--- src/rtl/rtc_pkg.sv ---
package rtc_pkg;
    localparam int AW    = 8;
    localparam int INT_W = 5;

    localparam logic [AW-1:0] ADDR_BUSY   = 8'h04;
    localparam logic [AW-1:0] ADDR_SEC    = 8'h08;
    localparam logic [AW-1:0] ADDR_SHADOW = 8'h0C;
    localparam logic [AW-1:0] ADDR_MSEC   = 8'h10;
    localparam logic [AW-1:0] ADDR_ALARM0 = 8'h14;
    localparam logic [AW-1:0] ADDR_MASK   = 8'h28;
    localparam logic [AW-1:0] ADDR_STATUS = 8'h2C;

    // interrupt bit positions (status and mask share them)
    localparam int IRQ_SEC_ALM0 = 0;
    localparam int IRQ_SEC_ALM1 = 1;
    localparam int IRQ_MS_ALM   = 2;
    localparam int IRQ_SEC_CDN  = 3;
    localparam int IRQ_MS_CDN   = 4;
endpackage

--- src/rtl/rtc_tick_div.sv ---
module rtc_tick_div #(
    parameter int TICK_HZ    = 32768,
    parameter int MS_HZ      = 1000,
    parameter int COPY_TICKS = 8
) (
    input  logic clk,
    input  logic rst_n,
    input  logic tick_32k,
    output logic ms_tick,
    output logic copy_req
);
    localparam int ACC_W = $clog2(TICK_HZ) + 1;
    localparam int PH_W  = (COPY_TICKS > 1) ? $clog2(COPY_TICKS) : 1;
    localparam logic [ACC_W:0]  STEP    = (ACC_W+1)'(MS_HZ);
    localparam logic [ACC_W:0]  WRAP    = (ACC_W+1)'(TICK_HZ);
    localparam logic [PH_W-1:0] PH_LAST = PH_W'(COPY_TICKS - 1);

    typedef struct packed {
        logic [ACC_W-1:0] acc;
        logic [PH_W-1:0]  phase;
    } div_t;

    div_t q, d;
    logic [ACC_W:0] sum;

    always_comb begin
        d        = q;
        sum      = {1'b0, q.acc} + STEP;
        ms_tick  = tick_32k && (sum >= WRAP);
        copy_req = tick_32k && (q.phase == PH_LAST);
        if (tick_32k) begin
            d.acc   = ms_tick ? ACC_W'(sum - WRAP) : ACC_W'(sum);
            d.phase = copy_req ? '0 : q.phase + 1'b1;
        end
    end

    always_ff @(posedge clk or negedge rst_n) begin
        if (!rst_n) q <= '0;
        else        q <= d;
    end
endmodule

--- src/rtl/rtc_time_count.sv ---
module rtc_time_count #(
    parameter int SEC_W = 32,
    parameter int MS_HZ = 1000
) (
    input  logic                       clk,
    input  logic                       rst_n,
    input  logic                       ms_tick,
    input  logic                       sec_load,
    input  logic [SEC_W-1:0]           sec_val,
    output logic [SEC_W-1:0]           sec,
    output logic [$clog2(MS_HZ)-1:0]   ms
);
    localparam int MS_W = $clog2(MS_HZ);
    localparam logic [MS_W-1:0] MS_LAST = MS_W'(MS_HZ - 1);

    typedef struct packed {
        logic [SEC_W-1:0] sec;
        logic [MS_W-1:0]  ms;
    } cnt_t;

    cnt_t q, d;

    always_comb begin
        d = q;
        if (ms_tick) begin
            if (q.ms == MS_LAST) begin
                d.ms  = '0;
                d.sec = q.sec + 1'b1;
            end else begin
                d.ms = q.ms + 1'b1;
            end
        end
        // a software load overrides the carry into seconds
        if (sec_load) d.sec = sec_val;
    end

    always_ff @(posedge clk or negedge rst_n) begin
        if (!rst_n) q <= '0;
        else        q <= d;
    end

    assign sec = q.sec;
    assign ms  = q.ms;
endmodule

--- src/rtl/rtc_bus_regs.sv ---
module rtc_bus_regs
    import rtc_pkg::*;
#(
    parameter int SEC_W = 32,
    parameter int MS_W  = 10,
    parameter int DW    = 32
) (
    input  logic               clk,
    input  logic               rst_n,
    input  logic               wr_en,
    input  logic               rd_en,
    input  logic [AW-1:0]      addr,
    input  logic [DW-1:0]      wdata,
    output logic [DW-1:0]      rdata,
    input  logic               copy_req,
    input  logic [SEC_W-1:0]   live_sec,
    input  logic [MS_W-1:0]    live_ms,
    output logic               sec_load,
    output logic [SEC_W-1:0]   sec_val,
    output logic               busy,
    output logic [SEC_W-1:0]   bus_sec,
    output logic [SEC_W-1:0]   shadow,
    output logic [SEC_W-1:0]   alarm,
    output logic [INT_W-1:0]   mask,
    output logic [INT_W-1:0]   status,
    output logic               irq
);
    typedef struct packed {
        logic             busy;
        logic [SEC_W-1:0] bus_sec;
        logic [MS_W-1:0]  bus_ms;
        logic [SEC_W-1:0] shadow;
        logic [SEC_W-1:0] alarm;
        logic [INT_W-1:0] mask;
        logic [INT_W-1:0] status;
    } regs_t;

    regs_t q, d;
    logic             wr_ok;
    logic             alarm_hit;
    logic [INT_W-1:0] set_v;
    logic [INT_W-1:0] clr_v;

    always_comb begin
        d         = q;
        wr_ok     = wr_en && !q.busy;
        alarm_hit = (q.alarm != '0) && (live_sec == q.alarm);
        set_v     = '0;
        set_v[IRQ_SEC_ALM0] = alarm_hit;
        clr_v     = (wr_en && addr == ADDR_STATUS) ? wdata[INT_W-1:0] : '0;

        d.busy = copy_req;
        if (q.busy) begin
            d.bus_sec = live_sec;
            d.bus_ms  = live_ms;
        end
        if (rd_en && addr == ADDR_MSEC) d.shadow = q.bus_sec;
        if (wr_ok && addr == ADDR_ALARM0) d.alarm = wdata[SEC_W-1:0];
        if (wr_ok && addr == ADDR_MASK)   d.mask  = wdata[INT_W-1:0];
        // set beats clear when both hit one bit in the same cycle
        d.status = (q.status & ~clr_v) | set_v;

        sec_load = wr_ok && (addr == ADDR_SEC);
        sec_val  = wdata[SEC_W-1:0];
    end

    always_comb begin
        rdata = '0;
        case (addr)
            ADDR_BUSY:   rdata[0] = q.busy;
            ADDR_SEC:    rdata = DW'(q.bus_sec);
            ADDR_SHADOW: rdata = DW'(q.shadow);
            ADDR_MSEC:   rdata = DW'(q.bus_ms);
            ADDR_ALARM0: rdata = DW'(q.alarm);
            ADDR_MASK:   rdata = DW'(q.mask);
            ADDR_STATUS: rdata = DW'(q.status);
            default:     rdata = '0;
        endcase
    end

    always_ff @(posedge clk or negedge rst_n) begin
        if (!rst_n) q <= '0;
        else        q <= d;
    end

    assign busy    = q.busy;
    assign bus_sec = q.bus_sec;
    assign shadow  = q.shadow;
    assign alarm   = q.alarm;
    assign mask    = q.mask;
    assign status  = q.status;
    assign irq     = |(q.status & q.mask);
endmodule

--- src/rtl/rtc_shadow_core.sv ---
module rtc_shadow_core
    import rtc_pkg::*;
#(
    parameter int TICK_HZ    = 32768,
    parameter int MS_HZ      = 1000,
    parameter int COPY_TICKS = 8,
    parameter int SEC_W      = 32,
    parameter int DW         = 32
) (
    input  logic          clk,
    input  logic          rst_n,
    input  logic          tick_32k,
    input  logic          wr_en,
    input  logic          rd_en,
    input  logic [AW-1:0] addr,
    input  logic [DW-1:0] wdata,
    output logic [DW-1:0] rdata,
    output logic          busy_o,
    output logic          irq_o
);
    localparam int MS_W = $clog2(MS_HZ);

    logic             ms_tick;
    logic             copy_req;
    logic             sec_load;
    logic [SEC_W-1:0] sec_val;
    logic [SEC_W-1:0] live_sec;
    logic [MS_W-1:0]  live_ms;
    logic [SEC_W-1:0] bus_sec;
    logic [SEC_W-1:0] shadow;
    logic [SEC_W-1:0] alarm;
    logic [INT_W-1:0] mask;
    logic [INT_W-1:0] status;

    rtc_tick_div #(
        .TICK_HZ(TICK_HZ), .MS_HZ(MS_HZ), .COPY_TICKS(COPY_TICKS)
    ) u_div (
        .clk(clk), .rst_n(rst_n), .tick_32k(tick_32k),
        .ms_tick(ms_tick), .copy_req(copy_req)
    );

    rtc_time_count #(.SEC_W(SEC_W), .MS_HZ(MS_HZ)) u_cnt (
        .clk(clk), .rst_n(rst_n), .ms_tick(ms_tick),
        .sec_load(sec_load), .sec_val(sec_val),
        .sec(live_sec), .ms(live_ms)
    );

    rtc_bus_regs #(.SEC_W(SEC_W), .MS_W(MS_W), .DW(DW)) u_regs (
        .clk(clk), .rst_n(rst_n),
        .wr_en(wr_en), .rd_en(rd_en), .addr(addr), .wdata(wdata), .rdata(rdata),
        .copy_req(copy_req), .live_sec(live_sec), .live_ms(live_ms),
        .sec_load(sec_load), .sec_val(sec_val),
        .busy(busy_o), .bus_sec(bus_sec), .shadow(shadow), .alarm(alarm),
        .mask(mask), .status(status), .irq(irq_o)
    );
endmodule

--- config.mk ---
export PLATFORM = sky130hd
export DESIGN_NAME = rtc_shadow_core
export DESIGN_NICKNAME = d
export VERILOG_FILES = /design/src/rtl/rtc_pkg.sv /design/src/rtl/rtc_tick_div.sv /design/src/rtl/rtc_time_count.sv /design/src/rtl/rtc_bus_regs.sv /design/src/rtl/rtc_shadow_core.sv
export SDC_FILE = /design/constraint.sdc
export NUM_CORES = 1
export LEC_CHECK = 0
export BUFFER_PORTS_ARGS = -buffer_cell sky130_fd_sc_hd__buf_2
export CAP_MARGIN = 20
export CORE_ASPECT_RATIO = 1.4
export CORE_MARGIN = 2
export CORE_UTILIZATION = 35
export CTS_CLUSTER_SIZE = 25
export DETAILED_ROUTE_END_ITERATION = 8
export PLACE_DENSITY = 0.53
export SLEW_MARGIN = 20
export SYNTH_ARGS = -nofsm -noshare
export SYNTH_HDL_FRONTEND = slang
export SYNTH_SLANG_ARGS = --single-unit
--- constraint.sdc ---
create_clock -name clk -period 7.1 [get_ports clk]
set_input_delay 0.355 -clock clk [delete_from_list [all_inputs] [get_ports clk]]
set_output_delay 0.355 -clock clk [all_outputs]
set_load 0.02 [all_outputs]
==> impl_metrics.json, run 1 <==
{
  "clkTransAtPathRegs_ps": 70,
  "skew_ps": 9.367,
  "critPathMaxStageDelay_ps": 570,
  "busiest_layer": "met2",
  "reg2reg_setup_slack_ps": 4440,
  "grt_pass1_wl_um": 41460,
  "crit_top_cell": "buf_2",
  "antenna_found_initial": 0,
  "wire_per_inst_um": 22.03,
  "fin_nets": 914,
  "synthArstFlopShare": 1.000,
  "setup_ws_ps": 4246,
  "grt_max_degree": 106,
  "drive_gt1_frac": 0.2862,
  "final_common_cell": "dfrtp_1",
  "crit_chain": "buf_2, or4_1, nor2_1, and3_1, buf_4, a222oi_1, nand2_1, buf_2",
  "pre_cts_ws_ps": 4127,
  "fp.dieW_um": 139.6,
  "drv_slew": 0,
  "finalCritPeriodShare": 0.4019,
  "crit_required_ps": 6740,
  "cp-start-kind": "input pin",
  "vias": 7000,
  "grt-ovfl-total": 0,
  "relSlewSlack": 0.3263,
  "setup_viol": 0,
  "ir_worst_vdd_mv": 0.1737,
  "synth_top_cell_by_area": "dfrtp_1",
  "hold_buffers": 0,
  "met2_usage": 0.3473,
  "worst_hold_slack_ps": 53.50,
  "met3_usage": 0.02816,
  "die_area_um2": 27060,
  "ios": 79,
  "max_cap_viol_count": 0,
  "gp_congestion": 0.8483,
  "cts.sinks": 175,
  "ctsRootBufferMaster": "clkbuf_16",
  "use_met1": 0.2464,
  "syn_area_um2": 9010,
  "ys_seq_elements": 175,
  "cts_tree": "built",
  "ys_seq_area_frac": 0.4860,
  "critical_path.endpoint_type": "output port",
  "critPathArrivalTime_ps": 2500,
  "p_leak_nw": 4.810,
  "placed_area_um2": 9666,
  "numCtsBuffers": 17,
  "synth_area_leaders": "dfrtp_1, mux2_2, a222oi_1",
  "synth_fp_nets": 864,
  "critical_path.max_fanout": 27,
  "syn_to_final_growth_pct": 13.69,
  "fmax_mhz": 350.4,
  "clockBufferDepth": 2,
  "start_util": 0.3550,
  "fp-row-count": 69,
  "first_global_vias": 7053,
  "coreArea_um2": 25380,
  "tightest_slew_ps": 1011,
  "fin_crit_ps": 2854,
  "first_pass_iters": 8,
  "final_cell_area_um2": 10240,
  "hold_viol_final": 0,
  "clock_latency_ps": 440,
  "viasPerCell": 5.853,
  "detail-route-antenna-nets": 0,
  "ys_warn_count": 0,
  "setup_tns_ps": 0,
  "cellPowerDensity_nw_per_um2": 248.4,
  "status": "finished, final reports clean",
  "final_cell_mix": "dfrtp_1, mux2_2, buf_2",
  "drt_iter0_markers": 596,
  "synthCells": 814,
  "synth_top_area_frac": 0.4860,
  "cpMaxStageDelayCell": "or4_1",
  "drt-total-wl_um": 26340,
  "drc_errors": 0,
  "synth_top_flop_cell": "dfrtp_1",
  "worst-setup-path-type": "in -> out",
  "dieHeight_um": 193.8,
  "hp-class": "in -> async",
  "cts_htree_levels": 4,
  "cts_resized": 0,
  "hpwl_um": 18140,
  "synth_edf_count": 0,
  "synth.distinct_cells": 56,
  "avgSynthCellArea_um2": 11.07,
  "diodes": 0,
  "postCtsSetupBuffers": 0,
  "rsz0062_at_grt": "false",
  "groute.usage.overall": 0.1962,
  "io_buffers": 78
}
cells in the mapped netlist, types with 2 or more instances:
| library cell | instances |
|---|---|
| a21boi_0 | 5 |
| a21o_1 | 2 |
| a21oi_1 | 2 |
| a222oi_1 | 28 |
| a22oi_1 | 6 |
| a31oi_1 | 33 |
| and2_1 | 5 |
| and3_1 | 10 |
| and4_1 | 3 |
| buf_1 | 4 |
| buf_2 | 17 |
| buf_4 | 4 |
| clkbuf_1 | 32 |
| dfrtp_1 | 175 |
| ha_1 | 5 |
| inv_1 | 29 |
| mux2_2 | 114 |
| mux2i_1 | 2 |
| mux4_2 | 5 |
| nand2_1 | 52 |
| nand2b_1 | 4 |
| nand3_1 | 25 |
| nand4_1 | 31 |
| nand4b_1 | 6 |
| nor2_1 | 39 |
| nor3_1 | 14 |
| nor4_1 | 23 |
| o21ai_0 | 5 |
| o311ai_0 | 2 |
| o31ai_1 | 27 |
| o41ai_1 | 6 |
| or3_1 | 4 |
| or4_1 | 28 |
| or4b_1 | 2 |
| xnor2_1 | 24 |
| xor2_1 | 21 |
routing by layer:
layer / vias up / wire, um
li1: 3216 / -
met1: 3576 / 11090
met2: 171 / 13720
met3: 37 / 944
met4: 0 / 591
met5: - / 0
worst max-delay path, delay by kind of cell:
family	cells	cell delay [ps]
buffers and inverters	3	620
and+or+nand+nor	4	1340
AOI/OAI and AO/OA	1	180
cell families after synthesis:
group           after synthesis  share of synthesized area
xor+xnor                     45                    0.04374
fa+ha+maj                     5                   0.006943
mux                         121                     0.1572
buf+inv                      87                    0.04041
simple gates                255                     0.1568
compound gates              126                     0.1089
flops                       175                     0.4860
state kept, by name, summed over array words and instances, names as in the netlist:
signal and flops:
u_cnt.sec 32, u_regs.busy 1, u_regs.alarm 32, u_regs.mask 5
u_regs.shadow 32, u_regs.bus_sec 32, u_regs.q 10, u_div.q 16
u_regs.status 5, u_cnt.ms 10
stage by stage:
stage	total power [mW]	cells	util
final	2.544	1196	0.4036
after global routing	2.673	1196	0.4036
after CTS	2.572	1196	0.4036
after detailed placement	1.635	1164	0.3808
after global placement	1.623	1164	0.3808
after floorplan	1.484	814	-
report_power, final:
part           leakage (nW)  switching [mW]  internal (mW)
logic                  2.16           0.177          0.169
clock network         0.285           0.440          0.495
registers              2.36           0.139           1.12
final timing paths:
check | startpoint | to | cells after the start
max | addr[1] | rdata[6] | 8
min | rst_n | u_regs.status[3]$_DFF_PN0_ | 1
max reg2reg | u_cnt.ms[0]$_DFFE_PN0P_ | u_cnt.sec[15]$_DFFE_PN0P_ | 6
min reg2reg | u_div.q[15]$_DFFE_PN0P_ | u_div.q[15]$_DFFE_PN0P_ | 1
max in group asynchronous | rst_n | u_regs.busy$_DFF_PN0_ | 2
min in group clk | wdata[18] | u_regs.alarm[18]$_DFFE_PN0P_ | 2
area by class of cell:
| class | count | area, um^2 |
|---|---|---|
| clock buffer | 17 | 425.4 |
| clock inverter | 15 | 152.6 |
| fill | 2551 | 15140 |
| inverter | 29 | 108.9 |
| multi-input combinational | 552 | 4298 |
| sequential | 175 | 4380 |
| tap | 319 | 399.1 |
| timing repair buffer | 89 | 479.2 |
(Power assumes the default switching activity.)
==> inputs of run 2 (changes only) <==
==> constraint.sdc (replaced) <==
create_clock -name clk -period 2.85 [get_ports clk]
set_input_delay 0.1425 -clock clk [delete_from_list [all_inputs] [get_ports clk]]
set_output_delay 0.1425 -clock clk [all_outputs]
set_load 0.02 [all_outputs]
==> run 2 against run 1 <==
  * Final area increased by 4.7%
  * Worst setup slack got worse by 3900 ps
  * Sequential cell count did not move
  * Clock power rose to 2.5 times the previous value
  * Largest power group unchanged
==> impl_metrics.json, run 2 (synthesized netlist as in run 1, its figures left out) <==
{
  "fp-row-count": 69,
  "crit_chain": "ha_1, nand4bb_1, or3_4, or4_1, or4b_1, nand3_1",
  "drv_slew": 0,
  "drc_errors": 0,
  "setup_tns_ps": 0,
  "syn_to_final_growth_pct": 19.00,
  "cts_htree_levels": 4,
  "hold_start": "wdata[15]",
  "cts_resized": 0,
  "r2r_end": "u_cnt.sec[23]$_DFFE_PN0P_",
  "clockBufferDepth": 2,
  "relSlewSlack": 0.5157,
  "critPathArrivalTime_ps": 2890,
  "numCtsBuffers": 17,
  "dieHeight_um": 193.8,
  "ir_worst_vdd_mv": 0.4013,
  "ctsRootBufferMaster": "clkbuf_16",
  "start_util": 0.3550,
  "fin_crit_ps": 2518,
  "drt_iter0_markers": 644,
  "whs_endpoint": "u_regs.alarm[15]$_DFFE_PN0P_",
  "cpMaxStageDelayCell": "or4_1",
  "fp.dieW_um": 139.6,
  "rr_startpoint": "u_cnt.ms[0]$_DFFE_PN0P_",
  "clock_latency_ps": 440,
  "drt-total-wl_um": 27380,
  "finalCritPeriodShare": 0.8836,
  "fmax_mhz": 397.1,
  "hold_buffers": 28,
  "final_cell_mix": "dfrtp_1, mux2_2, buf_2",
  "io_buffers": 78,
  "worstRegToRegCells": 6,
  "fin_nets": 959,
  "hpwl_um": 18970,
  "tightest_slew_ps": 726.5,
  "critical_path.endpoint_type": "register",
  "cts.sinks": 175,
  "finalPower_mw": 6.444,
  "diodes": 0,
  "worst-setup-path-type": "reg -> reg",
  "cp-start-kind": "register",
  "detail-route-antenna-nets": 0,
  "status": "finished, final reports clean",
  "rsz0062_at_grt": "false",
  "coreArea_um2": 25380,
  "clkTransAtPathRegs_ps": 70,
  "first_pass_iters": 9,
  "hp-class": "in -> reg",
  "final_common_cell": "dfrtp_1",
  "wire_per_inst_um": 22.06,
  "grt_max_degree": 88,
  "utilization": 0.4224,
  "gp_congestion": 0.8424,
  "max_cap_viol_count": 0,
  "critPathLaunch": "u_cnt.ms[0]$_DFFE_PN0P_",
  "p_leak_nw": 5.030,
  "cellPowerDensity_nw_per_um2": 601.0,
  "grt-ovfl-total": 0,
  "viasPerCell": 5.830,
  "grt_pass1_wl_um": 43040,
  "nFillCells": 2490,
  "whs_path_depth": 2,
  "skew_ps": 10.13,
  "critPathBufInv": 0,
  "antenna_found_initial": 0,
  "first_global_vias": 7277,
  "drive_gt1_frac": 0.2907,
  "groute.usage.overall": 0.2045,
  "crit_required_ps": 3230,
  "setup_viol": 0,
  "die_area_um2": 27060,
  "reg2reg_setup_slack_ps": 330,
  "vias": 7235,
  "ios": 79,
  "critical_path.max_fanout": 15,
  "hold_viol_final": 0,
  "postCtsSetupBuffers": 0,
  "critPathMaxStageDelay_ps": 580,
  "crit_family": "simple AND/OR/NAND/NOR gates",
  "cts_tree": "built"
}
## run 2: cell count changes in the layout (fill, tap and decap cells not counted), sizes merged
| cell | delta |
|---|---|
| clkinvlp | +3 |
| inv | +1 |
| clkinv | -5 |
| buf | +17 |
| dlygate4sd3 | +28 |
| clkbuf | +1 |
## run 2: power by group
| part | total (mW) | internal (mW) | switching (mW) | leakage [nW] |
|---|---|---|---|---|
| clock network | 2.37 | 1.26 | 1.11 | 0.276 |
| registers | 3.12 | 2.80 | 0.327 | 2.36 |
| logic | 0.948 | 0.468 | 0.480 | 2.39 |
## run 2: worst max path at each step
stage                     slack [ps]                        end  depth (start not counted)
final                            330  u_cnt.sec[23]$_DFFE_PN0P_                          6
after global placement           410  u_cnt.sec[23]$_DFFE_PN0P_                          6
after CTS                        360  u_cnt.sec[15]$_DFFE_PN0P_                          6
after detailed placement         380  u_cnt.sec[15]$_DFFE_PN0P_                          6
after global routing             220  u_cnt.sec[15]$_DFFE_PN0P_                          6
after floorplan                  620  u_cnt.sec[15]$_DFFE_PN0P_                          6
## run 2: layout make-up
cell class	instances	area [um^2]	area share
clock buffer	18	439.2	0.04096
clock inverter	14	146.4	0.01365
inverter	29	108.9	0.01015
multi-input combinational	552	4298	0.4009
sequential	175	4380	0.4086
tap	319	399.1	0.03723
timing repair buffer	134	949.7	0.08858
## run 2: metal layers
layer | wire, um | track usage | vias to the layer above
met1 | 11420 | 0.2566 | 3740
li1 | - | - | 3299
met5 | 0 | 0 | -
met2 | 14500 | 0.3629 | 157
met3 | 776 | 0.02470 | 39
met4 | 682 | 0.07111 | 0
## run 2: through the flow
stage | area, um^2 | hold slack (ps) | std cells | setup WS [ps]
6_report | 10720 | 13.76 | 1241 | 331.8
5_1_grt | 10720 | 14.54 | 1241 | 220.3
4_1_cts | 10720 | 2.161 | 1241 | 356.5
3_5_place_dp | 9856 | 152.9 | 1181 | 379.8
3_3_place_gp | 9856 | 152.5 | 1181 | 409.9
2_1_floorplan | 9010 | -153.1 | 814 | 620.7
